### src/rtl/rxq_pkg.sv
package rxq_pkg;
   localparam int BYTE_W = 8;
   localparam int HALF_W = 16;

   typedef struct packed {
      logic              ferr;
      logic              perr;
      logic [BYTE_W-1:0] data;
   } rxq_entry_t;

   localparam int ENT_W = $bits(rxq_entry_t);

   function automatic logic [HALF_W-1:0] entry_to_half(input rxq_entry_t e);
      return {{(HALF_W-ENT_W){1'b0}}, e};
   endfunction
endpackage

### src/rtl/rxq_justify.sv
module rxq_justify
   import rxq_pkg::*;
(
   input  logic [BYTE_W-1:0] din,
   input  logic              short_frame,
   input  logic              msb_first,
   output logic [BYTE_W-1:0] dout
);
   always_comb begin
      dout = din;
      if (short_frame) begin
         if (msb_first) dout[0]        = 1'b0;
         else           dout[BYTE_W-1] = 1'b0;
      end
   end
endmodule

### src/rtl/rxq_fifo.sv
module rxq_fifo
   import rxq_pkg::*;
#(
   parameter int DEPTH = 16,
   localparam int AW    = $clog2(DEPTH),
   localparam int OCC_W = AW + 1
)(
   input  logic             clk,
   input  logic             rst_n,
   input  logic             clr,
   input  logic             wr,
   input  rxq_entry_t       wdata,
   input  logic             rd,
   output rxq_entry_t       head,
   output logic [OCC_W-1:0] occ
);
   generate
      if (DEPTH < 2 || (1 << AW) != DEPTH) begin : g_bad_depth
         $error("rxq_fifo: DEPTH must be a power of two, at least 2");
      end
   endgenerate

   rxq_entry_t      slot_q [DEPTH];
   logic [AW-1:0]   wptr, rptr;

   generate
      for (genvar i = 0; i < DEPTH; i++) begin : g_slot
         always_ff @(posedge clk) begin
            if (wr && wptr == AW'(i)) slot_q[i] <= wdata;
         end
      end
   endgenerate

   assign head = slot_q[rptr];

   always_ff @(posedge clk or negedge rst_n) begin
      if (!rst_n) begin
         wptr <= '0;
         rptr <= '0;
         occ  <= '0;
      end else if (clr) begin
         wptr <= '0;
         rptr <= '0;
         occ  <= '0;
      end else begin
         if (wr) wptr <= wptr + 1'b1;
         if (rd) rptr <= rptr + 1'b1;
         case ({wr, rd})
            2'b10:   occ <= occ + 1'b1;
            2'b01:   occ <= occ - 1'b1;
            default: occ <= occ;
         endcase
      end
   end
endmodule

### src/rtl/rxq_idle_timer.sv
module rxq_idle_timer #(
   parameter int CNT_W = 5
)(
   input  logic             clk,
   input  logic             rst_n,
   input  logic             clr,
   input  logic             restart,
   input  logic             tick,
   input  logic             enable,
   input  logic [CNT_W-1:0] limit,
   output logic             fire
);
   logic [CNT_W-1:0] cnt;
   logic             armed;

   always_ff @(posedge clk or negedge rst_n) begin
      if (!rst_n) begin
         cnt   <= '0;
         armed <= 1'b0;
         fire  <= 1'b0;
      end else if (clr) begin
         cnt   <= '0;
         armed <= 1'b0;
         fire  <= 1'b0;
      end else begin
         fire <= 1'b0;
         if (restart) begin
            cnt   <= '0;
            armed <= 1'b1;
         end else if (tick && armed && enable) begin
            if (cnt == limit) begin
               fire  <= 1'b1;
               armed <= 1'b0;
            end else begin
               cnt <= cnt + 1'b1;
            end
         end
      end
   end
endmodule

### src/rtl/rxq_buffer.sv
module rxq_buffer
   import rxq_pkg::*;
#(
   parameter int DEPTH  = 16,
   parameter int TRIG_W = 4,
   parameter int TMO_W  = 5,
   localparam int OCC_W = $clog2(DEPTH) + 1
)(
   input  logic              clk,
   input  logic              rst_n,
   input  logic              pwr_en,
   input  logic              rx_en,
   input  logic              fifo_mode,
   input  logic [TRIG_W-1:0] trig_lvl,
   input  logic [TMO_W-1:0]  wait_lim,
   input  logic              bit_tick,
   input  logic              start_det,
   input  logic              frm_done,
   input  logic [BYTE_W-1:0] frm_data,
   input  logic              frm_perr,
   input  logic              frm_ferr,
   input  logic              frm_ovr,
   input  logic              frm_len7,
   input  logic              frm_msb_first,
   input  logic              rd_byte,
   input  logic              rd_half,
   output logic [BYTE_W-1:0] rd_byte_data,
   output logic [HALF_W-1:0] rd_half_data,
   output logic              irq_end,
   output logic              irq_tmo,
   output logic              ovf_flag
);
   generate
      if ((1 << TRIG_W) != DEPTH) begin : g_bad_trig
         $error("rxq_buffer: trigger field must span 1..DEPTH");
      end
      if (TMO_W < 1) begin : g_bad_tmo
         $error("rxq_buffer: TMO_W must be positive");
      end
   endgenerate

   localparam logic [BYTE_W-1:0] IDLE_BYTE = '1;

   logic [BYTE_W-1:0] just_data;
   logic [BYTE_W-1:0] hold_q;
   logic [OCC_W-1:0]  occ;
   logic [OCC_W-1:0]  trig_target;
   rxq_entry_t        new_ent, head_ent;
   logic              clr, load_ok, q_full, q_empty, pop, q_wr, q_drop, hit_trig;

   rxq_justify u_just (
      .din         (frm_data),
      .short_frame (frm_len7),
      .msb_first   (frm_msb_first),
      .dout        (just_data)
   );

   assign clr     = !pwr_en;
   assign load_ok = pwr_en && rx_en && frm_done && !frm_ovr;
   assign q_full  = (occ == OCC_W'(DEPTH));
   assign q_empty = (occ == '0);
   assign pop     = pwr_en && fifo_mode && (rd_byte || rd_half) && !q_empty;
   assign q_wr    = load_ok && fifo_mode && (!q_full || pop);
   assign q_drop  = load_ok && fifo_mode && q_full && !pop;

   assign new_ent.ferr = frm_ferr;
   assign new_ent.perr = frm_perr;
   assign new_ent.data = just_data;

   rxq_fifo #(.DEPTH(DEPTH)) u_fifo (
      .clk   (clk),
      .rst_n (rst_n),
      .clr   (clr),
      .wr    (q_wr),
      .wdata (new_ent),
      .rd    (pop),
      .head  (head_ent),
      .occ   (occ)
   );

   rxq_idle_timer #(.CNT_W(TMO_W)) u_tmo (
      .clk     (clk),
      .rst_n   (rst_n),
      .clr     (clr),
      .restart (start_det || q_wr),
      .tick    (bit_tick),
      .enable  (fifo_mode && !q_empty),
      .limit   (wait_lim),
      .fire    (irq_tmo)
   );

   assign trig_target = OCC_W'(trig_lvl) + 1'b1;
   assign hit_trig    = q_wr && !pop && ((occ + 1'b1) == trig_target);

   always_ff @(posedge clk or negedge rst_n) begin
      if (!rst_n) begin
         hold_q   <= IDLE_BYTE;
         irq_end  <= 1'b0;
         ovf_flag <= 1'b0;
      end else if (clr) begin
         hold_q   <= IDLE_BYTE;
         irq_end  <= 1'b0;
         ovf_flag <= 1'b0;
      end else begin
         if (load_ok && !fifo_mode) hold_q <= just_data;
         irq_end <= (load_ok && !fifo_mode) || hit_trig;
         if (q_drop) ovf_flag <= 1'b1;
      end
   end

   always_comb begin
      if (!fifo_mode)   rd_half_data = {{(HALF_W-BYTE_W){1'b0}}, hold_q};
      else if (q_empty) rd_half_data = {{(HALF_W-BYTE_W){1'b0}}, IDLE_BYTE};
      else              rd_half_data = entry_to_half(head_ent);
   end

   assign rd_byte_data = rd_half_data[BYTE_W-1:0];
endmodule

### config.mk
export PLATFORM = sky130hd
export DESIGN_NAME = rxq_buffer
export DESIGN_NICKNAME = d
export VERILOG_FILES = /design/src/rtl/rxq_pkg.sv /design/src/rtl/rxq_justify.sv /design/src/rtl/rxq_fifo.sv /design/src/rtl/rxq_idle_timer.sv /design/src/rtl/rxq_buffer.sv
export SDC_FILE = /design/constraint.sdc
export NUM_CORES = 1
export LEC_CHECK = 0
export BUFFER_PORTS_ARGS = -buffer_cell sky130_fd_sc_hd__buf_2
export CORE_UTILIZATION = 37
export CTS_CLUSTER_SIZE = 30
export DETAILED_ROUTE_END_ITERATION = 8
export SKIP_LAST_GASP = 1
export SYNTH_ARGS = -nofsm -noshare
export SYNTH_HDL_FRONTEND = slang
export SYNTH_SLANG_ARGS = --single-unit
export TNS_END_PERCENT = 10
### constraint.sdc
create_clock -name clk -period 2.7 [get_ports clk]
set_input_delay 0.135 -clock clk [delete_from_list [all_inputs] [get_ports clk]]
set_output_delay 0.135 -clock clk [all_outputs]
set_load 0.01 [all_outputs]
==> impl_metrics.py, run 1 <==
metrics = {
    "clock_tree": {
        "insertion_delay_ns": 0.43,
        "htreeDepth": 4,
        "cts_buffers": 17,
        "tritoncts": "done",
        "clockRootBuffer": "clkbuf_16",
        "clock_path_buffers": 2,
        "clock-sinks": 190,
        "clk_pin_slew_ns": 0.07,
    },
    "finish": {
        "nets": 603,
        "areaGrowthSynthToFinish_pct": 17.2,
        "fin_cells": 855,
        "drive_above_1_share": 0.337,
        "antenna_cells": 0,
    },
    "timing": {
        "hold_violations": 0,
        "rsz0062_at_grt": "true",
        "slew_headroom": 0.350,
        "worst_pin_slew_ns": 0.974,
        "finalCritPeriodShare": 0.990,
        "fin_skew_ns": 0.0100,
        "setup_violations": 0,
        "report.final.slew_viol_count": 0,
        "fin_crit_ns": 2.67,
        "fmax_ghz": 0.374,
    },
    "power": {
        "p_sw_w": 0.00160,
        "p_seq_frac": 0.507,
        "power_frac_comb": 0.103,
        "power.total_w": 0.00642,
        "leakage_nw": 3.29,
        "intPower_w": 0.00482,
        "ir_drop_v": 0.000485,
        "clockPowerShare": 0.391,
        "powerDensity_mw_per_mm2": 660,
        "p_sw_frac": 0.249,
    },
    "placement": {
        "port_buffers": 52,
        "finalWeightedCongestion": 0.762,
        "hpwlAfterDp_um": 10900,
        "dp.cells": 810,
    },
    "synthesis": {
        "synth_xor_area_frac": 0.0243,
        "synth_common_cells": "160 x edfxtp_1, 28 x mux4_2, 22 x dfrtp_1, 22 x mux2i_1, 20 x nand2_1",
        "synthArstFlopShare": 0.158,
        "synth-edff-count": 160,
        "synthSimpleGateAreaFrac": 0.0571,
        "yosysUniqueCellTypes": 54,
        "synth_top_family_by_area": "multiplexers",
        "synth-compound-area-share": 0.0500,
        "yosys_most_used_dff": "edfxtp_1",
        "yosysTopAreaCell": "edfxtp_1",
        "ys_ff_latch": 190,
        "yosys_warnings": 0,
        "ys_seq_area_frac": 0.670,
        "synth_top_area_frac": 0.579,
        "post-synth-top-count-cell": "edfxtp_1",
        "synth.area.top_cells": "edfxtp_1 58%, mux4_2 7.6%, dfrtp_1 6.6%, mux4_1 3.5%, mux2i_1 2.7%",
        "syn_area_mm2": 0.00830,
        "synth.area.mux_share": 0.148,
        "synth_fa_ha_area_frac": 0.0136,
        "avgSynthCellArea_um2": 17.2,
        "syn_inst": 483,
    },
    "global_route": {
        "overflow": 0,
        "grt_max_degree": 31,
        "grt_pass1_wl_um": 26400,
        "grt_usage": 0.160,
        "grt_pass1_vias": 4607,
        "antenna_found_initial": 2,
    },
    "min_path": {
        "hold_path.class": "input port to flip-flop",
        "hold_path_depth": 4,
        "hold_path_end": "u_tmo.fire",
        "hold_start": "wait_lim[2]",
    },
    "floorplanning": {
        "die_y_um": 152,
        "ios": 59,
        "fp.dieArea_mm2": 0.0230,
        "core_area_mm2": 0.0219,
        "rows": 54,
        "initial_utilization": 0.379,
        "die_w_um": 152,
    },
    "setup_path": {
        "cp.required_ns": 2.57,
        "cp-start-kind": "flip-flop",
        "critPathKind": "flip-flop to output port",
        "cp.arrival_ns": 2.54,
        "slowest_stage": "mux4_1",
        "slowest_delay_ns": 0.53,
        "r2r_slack_ns": 0.38,
        "cp-end-kind": "output port",
        "rr_worst_depth": 7,
        "startpoint": "u_fifo.rptr[1]",
        "r2r_start": "u_fifo.occ[0]",
        "cp_max_fo": 6,
        "regToRegEndpoint": "u_fifo.slot_q[2][7]",
        "cp_cell_sequence": "buf_12 > buf_4 > mux4_1 > mux2_4 > a21oi_2 > o21ai_1 > o21a_1 > buf_2",
    },
    "detailed_routing": {
        "drc": 0,
        "dr.pass1.iters": 4,
        "vias_per_cell": 5.19,
        "post_drt_wl_per_cell_um": 20.4,
        "dr.first_iter.drc_count": 309,
        "detail-route-antenna-nets": 0,
        "wl_um": 17400,
        "num_vias": 4439,
    },
    "status": {
        "status": "finished clean",
    },
    "run": {
        "max-cap-violations": 0,
    },
}
==> layout make-up <==
cell class	count	area, um^2
multi-input cells	250	2510
fillers	1910	12200
repair buffers	93	662
clock buffers	17	425
clock inverters	15	176
flip-flops and latches	190	5570
inverters	10	37.5
well taps	280	350
==> layer usage <==
metal,wire (um),up-vias,GRT usage
li1,-,2020,-
met4,233,0,0.0391
met1,7600,2279,0.214
met3,1040,13,0.0386
met5,0,-,0
met2,8560,127,0.264
==> sequential cells by signal, summed over array words and instances (netlist names) <==
signal         flops
hold_q             8
irq_end            1
ovf_flag           1
u_fifo.occ         5
u_fifo.rptr        4
u_fifo.slot_q    160
u_fifo.wptr        4
u_tmo.armed        1
u_tmo.cnt          5
u_tmo.fire         1
==> power by group through the flow <==
| stage | registers (W) | logic [W] | clock network [W] |
|---|---|---|---|
| final | 0.00325 | 0.000660 | 0.00251 |
| after global routing | 0.00326 | 0.000722 | 0.00267 |
| after CTS | 0.00325 | 0.000626 | 0.00256 |
| after detailed placement | 0.00332 | 0.000611 | 0 |
| after global placement | 0.00331 | 0.000600 | 0 |
| after floorplan | 0.00328 | 0.000469 | 0 |
==> worst max-delay path: cells and delay by family (launching register included) <==
family,cells,cell delay (ns)
mux,2,0.82
flops,1,0.46
buf+inv,3,0.43
compound gates,3,0.40
==> logic make-up after synthesis <==
logic type | Yosys count
buf+inv | 48
compound gates | 58
simple gates | 85
xor+xnor | 23
flops | 190
other cells | 1
fa+ha+maj | 9
mux | 69
==> placed cells by master, fill, tap and decap left out, types with 4 or more instances in the layout <==
master | Yosys | routed
o21a_1 | 6 | 6
o21ai_1 | 10 | 10
dfrtp_2 | 0 | 4
o211ai_1 | 4 | 4
mux2i_1 | 22 | 22
nand2_1 | 20 | 19
mux2_2 | 8 | 5
edfxtp_1 | 160 | 160
nor4_1 | 4 | 4
mux4_2 | 28 | 32
clkbuf_16 | 0 | 18
conb_1 | 1 | 6
dfstp_2 | 8 | 8
mux4_1 | 11 | 7
and2_1 | 18 | 18
dfrtp_1 | 22 | 18
nand3_1 | 10 | 10
a21boi_1 | 2 | 4
ha_1 | 9 | 9
a21oi_1 | 16 | 7
nor2_1 | 12 | 12
a21oi_2 | 1 | 10
inv_1 | 10 | 10
xor2_1 | 8 | 8
buf_2 | 12 | 51
buf_4 | 17 | 33
nor3_1 | 4 | 4
xnor2_1 | 15 | 15
==> what timing repair did <==
action,in CTS,in global routing
setup buffers,6,2
gates resized for setup,4,20
gates cloned,1,1
hold buffers,3,0
pin swaps,0,2
setup endpoints to repair,16,16
endpoints found under the hold margin,24,0
==> through the flow <==
step	cell area [um^2]	worst slack [ns]	util	hold slack, ns	TNS (ns)
final	9730	0.0282	0.444	0.0729	0
after CTS	9640	-0.0234	0.440	0.0642	-0.136
after global placement	8910	0.372	0.407	0.232	0
after floorplan	8320	-0.0154	-	-0.161	-0.616
after detailed placement	8910	0.323	0.407	0.233	0
after global routing	9730	-0.0498	0.444	0.0849	-0.554
==> worst max path at each step <==
stage,to,slack [ns]
after floorplan,u_fifo.slot_q[4][0],-0.02
after global placement,rd_half_data[1],0.37
after detailed placement,u_fifo.slot_q[8][9],0.32
after CTS,rd_byte_data[0],-0.02
after global routing,rd_half_data[7],-0.05
final,rd_half_data[0],0.03
No activity file was read; power rests on OpenSTA's default activity.
==> inputs of run 2 (changes only) <==
--- a/config.mk
+++ b/config.mk
@@ -9,6 +9,7 @@
 export CORE_UTILIZATION = 37
 export CTS_CLUSTER_SIZE = 30
 export DETAILED_ROUTE_END_ITERATION = 8
+export PLACE_DENSITY = 0.64
 export SKIP_LAST_GASP = 1
 export SYNTH_ARGS = -nofsm -noshare
 export SYNTH_HDL_FRONTEND = slang
==> impl_metrics.py, run 2 (synthesis results as in run 1) <==
metrics = {
    "timing": {
        "fmax_ghz": 0.374,
        "setup_violations": 0,
        "finalCritPeriodShare": 0.989,
        "report.final.slew_viol_count": 0,
        "fin_crit_ns": 2.67,
        "slew_headroom": 0.510,
        "hold_violations": 0,
        "fin_skew_ns": 0.0153,
        "worst_pin_slew_ns": 0.735,
        "rsz0062_at_grt": "true",
    },
    "placement": {
        "hpwlAfterDp_um": 11100,
        "placed_area_mm2": 0.00891,
        "port_buffers": 52,
        "finalWeightedCongestion": 0.772,
    },
    "finish": {
        "top_register": "u_fifo.slot_q",
        "drive_above_1_share": 0.303,
        "areaGrowthSynthToFinish_pct": 15.3,
        "final_cell_mix": "160 x edfxtp_1, 52 x buf_2, 28 x mux4_2, 26 x buf_4, 22 x mux2i_1",
        "final_common_cell": "edfxtp_1",
        "largest_reg_flops": 160,
        "multi_input_area_mm2": 0.00247,
        "nFillCells": 1949,
        "reg.largest.list": "u_fifo.slot_q (160), hold_q (8)",
        "final_cell_area_mm2": 0.00957,
        "seqCellArea_mm2": 0.00557,
        "antenna_cells": 0,
        "nets": 596,
    },
    "global_route": {
        "grt_pass1_vias": 4461,
        "antenna_found_initial": 0,
        "overflow": 0,
        "grt_usage": 0.155,
        "grt_pass1_wl_um": 25600,
        "grt_max_degree": 31,
    },
    "setup_path": {
        "crit_buf_inv": 2,
        "cp_cell_sequence": "buf_12 > mux4_1 > mux2_2 > a21oi_1 > o21ai_1 > o21a_1 > buf_2",
        "r2r_slack_ns": 0.24,
        "rr_worst_depth": 6,
        "cp.required_ns": 2.57,
        "cp-start-kind": "flip-flop",
        "critPathKind": "flip-flop to output port",
        "cp_max_fo": 13,
        "cp-end-kind": "output port",
        "slowest_delay_ns": 0.57,
        "slowest_stage": "mux4_1",
        "regToRegEndpoint": "u_fifo.slot_q[1][0]",
        "r2r_start": "u_fifo.occ[0]",
        "crit_family": "multiplexers",
        "cp.arrival_ns": 2.54,
    },
    "floorplanning": {
        "die_w_um": 152,
        "rows": 54,
        "fp.dieArea_mm2": 0.0230,
        "core_area_mm2": 0.0219,
        "ios": 59,
        "initial_utilization": 0.379,
        "die_y_um": 152,
    },
    "min_path": {
        "hold_path_depth": 3,
        "hold_start": "start_det",
        "hold_path_end": "u_tmo.armed",
        "hold_path.class": "input port to flip-flop",
    },
    "detailed_routing": {
        "drc": 0,
        "wl_um": 17000,
        "dr.first_iter.drc_count": 369,
        "dr.pass1.iters": 4,
        "num_vias": 4443,
        "detail-route-antenna-nets": 0,
        "vias_per_cell": 5.25,
        "post_drt_wl_per_cell_um": 20.0,
    },
    "clock_tree": {
        "clock_path_buffers": 2,
        "clk_pin_slew_ns": 0.07,
        "clock-sinks": 190,
        "cts_buffers": 17,
        "insertion_delay_ns": 0.43,
        "tritoncts": "done",
        "htreeDepth": 4,
        "clockRootBuffer": "clkbuf_16",
    },
    "power": {
        "ir_drop_v": 0.000401,
        "power.total_w": 0.00622,
        "powerDensity_mw_per_mm2": 651,
        "leakage_nw": 3.22,
    },
    "status": {
        "status": "finished clean",
    },
    "run": {
        "max-cap-violations": 0,
    },
}
run 2: where the power goes:
| group | total [W] | switching, W | internal [W] |
|---|---|---|---|
| Clock | 0.00235 | 0.00114 | 0.00121 |
| Combinational | 0.000634 | 0.000355 | 0.000279 |
| Sequential | 0.00324 | 0.0000416 | 0.00320 |
| Total | 0.00622 | 0.00154 | 0.00469 |
run 2: how the worst max path moves through the flow:
stage / startpoint / end / cells past startpoint
5_1_grt: u_fifo.rptr[1] / rd_byte_data[0] / 7
3_5_place_dp: u_fifo.occ[0] / u_fifo.slot_q[1][0] / 6
3_3_place_gp: u_fifo.occ[0] / u_fifo.slot_q[1][0] / 6
6_report: u_fifo.rptr[1] / rd_byte_data[0] / 7
2_1_floorplan: u_fifo.occ[0] / u_fifo.slot_q[4][0] / 7
4_1_cts: u_fifo.rptr[1] / rd_half_data[3] / 6
run 2: repair_timing:
| action | CTS | global route |
|---|---|---|
| hold buffers | 3 | 0 |
| gates cloned | 1 | 0 |
| resized for setup | 3 | 1 |
| buffers inserted | 0 | 4 |
| setup endpoints to repair | 18 | 17 |
| hold endpoints to repair | 24 | 0 |
run 2: layer usage:
metal | wire length, um | track usage | share of wire
met1 | 7190 | 0.202 | 0.42
met2 | 8410 | 0.258 | 0.50
met3 | 1210 | 0.0383 | 0.071
met4 | 147 | 0.0381 | 0.0087
met5 | 0 | 0 | 0
run 2: final cells by class:
| cell class | count | share of cell area |
|---|---|---|
| repair buffers | 86 | 0.0616 |
| multi-input cells | 250 | 0.258 |
| inverters | 10 | 0.00392 |
| clock buffers | 17 | 0.0445 |
| flip-flops and latches | 190 | 0.582 |
| well taps | 280 | 0.0366 |
| clock inverters | 14 | 0.0135 |
run 2: worst min-delay path, delay by kind of cell:
family                 cells  cell delay (ns)
AO/OA/AOI/OAI              1             0.11
buffers and inverters      1             0.10
AND/OR/NAND/NOR            1             0.07
run 2: metrics by stage:
step,TNS (ns),hold slack [ns],util,worst slack (ns),std cells
floorplan,-0.616,-0.161,-,-0.0154,488
global placement,0,0.231,0.407,0.288,808
detailed placement,0,0.237,0.407,0.238,808
CTS,-0.302,0.0210,0.435,-0.0406,843
global route,-0.230,0.0380,0.437,-0.0565,847
finish,0,0.0388,0.437,0.0289,847
==> inputs of run 3 (changes only) <==
--- a/config.mk
+++ b/config.mk
@@ -5,8 +5,10 @@
 export SDC_FILE = /design/constraint.sdc
 export NUM_CORES = 1
 export LEC_CHECK = 0
+export ABC_AREA = 1
 export BUFFER_PORTS_ARGS = -buffer_cell sky130_fd_sc_hd__buf_2
 export CORE_UTILIZATION = 37
+export CTS_CLUSTER_DIAMETER = 80
 export CTS_CLUSTER_SIZE = 30
 export DETAILED_ROUTE_END_ITERATION = 8
 export PLACE_DENSITY = 0.64
==> impl_metrics.py, run 3 <==
metrics = {
    "status": {
        "status": "finished clean",
    },
    "finish": {
        "nFillCells": 2135,
        "top_register": "u_fifo.slot_q",
        "final_cell_area_mm2": 0.00991,
        "fin_cells": 1231,
        "antenna_cells": 0,
        "nets": 946,
        "reg.largest.list": "u_fifo.slot_q (160), hold_q (8)",
        "areaGrowthSynthToFinish_pct": 14.6,
        "drive_above_1_share": 0.157,
        "final_cell_mix": "208 x nand2_1, 160 x edfxtp_1, 125 x nor2_1, 82 x nand3_1, 67 x o21ai_0",
        "final_common_cell": "nand2_1",
        "largest_reg_flops": 160,
    },
    "clock_tree": {
        "insertion_delay_ns": 0.44,
        "cts_buffers": 17,
        "clockRootBuffer": "clkbuf_16",
        "clock-sinks": 190,
        "clock_path_buffers": 2,
        "clk_pin_slew_ns": 0.08,
        "htreeDepth": 4,
        "tritoncts": "done",
    },
    "setup_path": {
        "cp.required_ns": 2.57,
        "slowest_stage": "dfrtp_2",
        "cp.arrival_ns": 2.34,
        "cp-end-kind": "output port",
        "cp_cell_sequence": "clkinv_1 > buf_4 > o21ai_0 > o211ai_1 > nand3_1 > a21oi_1 > buf_2",
        "cp_max_fo": 27,
        "cp-start-kind": "flip-flop",
        "critPathKind": "flip-flop to output port",
        "slowest_delay_ns": 0.57,
    },
    "global_route": {
        "antenna_found_initial": 0,
        "overflow": 0,
        "grt_usage": 0.181,
        "grt_pass1_wl_um": 32500,
        "grt_pass1_vias": 5984,
        "grt_max_degree": 71,
    },
    "detailed_routing": {
        "dr.first_iter.drc_count": 511,
        "detail-route-antenna-nets": 0,
        "post_drt_wl_per_cell_um": 16.7,
        "drc": 0,
        "dr.pass1.iters": 5,
        "num_vias": 6175,
        "vias_per_cell": 5.02,
        "wl_um": 20600,
    },
    "synthesis": {
        "synth_fa_ha_area_frac": 0.0130,
        "synth_common_cells": "208 x nand2_1, 160 x edfxtp_1, 125 x nor2_1, 82 x nand3_1, 67 x o21ai_0",
        "synth_xor_area_frac": 0.0152,
        "post-synth-top-count-cell": "nand2_1",
        "yosysTopAreaCell": "edfxtp_1",
        "synth_top_family_by_area": "simple AND/OR/NAND/NOR gates",
        "synth.area.mux_share": 0,
        "ys_ff_latch": 190,
        "yosysUniqueCellTypes": 35,
        "synth-edff-count": 160,
        "synth-compound-area-share": 0.0577,
        "avgSynthCellArea_um2": 10.2,
        "synth.area.top_cells": "edfxtp_1 56%, nand2_1 9.0%, dfrtp_1 6.4%, nor2_1 5.4%, nand3_1 4.7%",
        "yosys_warnings": 0,
        "ys_seq_area_frac": 0.643,
        "yosys_most_used_dff": "edfxtp_1",
        "synthSimpleGateAreaFrac": 0.217,
        "synth_top_area_frac": 0.555,
        "syn_inst": 846,
        "synthArstFlopShare": 0.158,
        "syn_area_mm2": 0.00865,
    },
    "timing": {
        "rsz0062_at_grt": "false",
        "fin_crit_ns": 2.48,
        "setup_violations": 0,
        "hold_violations": 0,
        "fin_skew_ns": 0.0117,
        "fmax_ghz": 0.404,
        "setup_ws_ns": 0.224,
        "setup_tns_ns": 0,
        "finalCritPeriodShare": 0.917,
        "slew_headroom": 0.512,
        "report.final.slew_viol_count": 0,
        "worst_pin_slew_ns": 0.732,
    },
    "floorplanning": {
        "die_y_um": 155,
        "rows": 55,
        "core_area_mm2": 0.0228,
        "initial_utilization": 0.380,
        "ios": 59,
        "fp.dieArea_mm2": 0.0240,
        "die_w_um": 155,
    },
    "power": {
        "powerDensity_mw_per_mm2": 655,
        "power.total_w": 0.00649,
        "ir_drop_v": 0.000487,
        "leakage_nw": 3.93,
    },
    "run": {
        "max-cap-violations": 0,
    },
    "placement": {
        "port_buffers": 52,
        "placed_area_mm2": 0.00930,
        "hpwlAfterDp_um": 13200,
        "place_ws_ns": 0.572,
        "finalWeightedCongestion": 0.813,
        "dp.cells": 1197,
    },
    "min_path": {
        "hold_path.class": "input port to flip-flop",
    },
}
[run 3: cell types whose count changed after synthesis, sizes merged, moves of 19 or more]
cell   delta
nand3    +74
mux4     -39
o21ai    +59
nand2   +196
mux2i    -22
nor2    +119
and2     -19
inv      +37
[run 3: per-layer routing]
metal	wire length (um)	vias up	share of wire	GRT usage
met5	0	-	0	0
met2	9950	195	0.48	0.299
met4	412	0	0.020	0.0613
li1	-	2945	-	-
met3	1220	32	0.059	0.0345
met1	9030	3003	0.44	0.239
[run 3: cells by family (layout without fill, tap and decap cells)]
kind of cell / after synthesis / in the layout
AND/OR/NAND/NOR: 440 / 440
adder cells (fa/ha/maj): 9 / 9
buffers and inverters: 99 / 166
XOR/XNOR: 15 / 15
other: 1 / 6
flip-flops: 190 / 190
AO/OA/AOI/OAI: 92 / 92
[run 3: area by class of cell]
type / count / area, um^2 / share of cell area
sequential: 190 / 5570 / 0.562
inverter: 49 / 189 / 0.0191
timing repair buffer: 85 / 529 / 0.0534
tap: 313 / 392 / 0.0395
clock inverter: 15 / 161 / 0.0163
multi-input combinational: 562 / 2650 / 0.267
clock buffer: 17 / 425 / 0.0429
[run 3: report_power, final]
group          internal (W)  switching, W  total [W]
clock               0.00138       0.00114    0.00252
combinational      0.000240      0.000475   0.000715
sequential          0.00322     0.0000364    0.00326
[run 3: final timing paths]
check / cells past startpoint / end / startpoint / slack [ns]
min reg2reg: 2 / hold_q[6] / hold_q[6] / 0.50
max: 7 / rd_half_data[8] / u_fifo.rptr[1] / 0.22
min in group asynchronous: 2 / u_tmo.cnt[1] / rst_n / 0.29
max reg2reg: 8 / u_fifo.slot_q[14][2] / u_fifo.occ[0] / 0.57
min: 4 / u_tmo.armed / start_det / 0.03
max in group asynchronous: 2 / u_fifo.rptr[0] / rst_n / 1.87
[run 3: repair_timing]
item | CTS | global route
hold buffers | 2 | 0
resized for setup | 0 | 1
endpoints found under the hold margin | 23 | 0
setup endpoints to repair | 0 | 1
buffers inserted | 0 | 0
[run 3: worst max-delay path: cells and delay by family (launching register included)]
| family | cells | cell delay (ns) |
|---|---|---|
| flops | 1 | 0.57 |
| buf+inv | 3 | 0.61 |
| simple gates | 1 | 0.11 |
| compound gates | 3 | 0.60 |
[run 3: per-stage QoR]
step	hold slack (ns)	util
detailed placement	0.254	0.408
CTS	0.0207	0.435
global route	0.0278	0.435
global placement	0.244	0.408
floorplan	-0.161	-
finish	0.0324	0.435
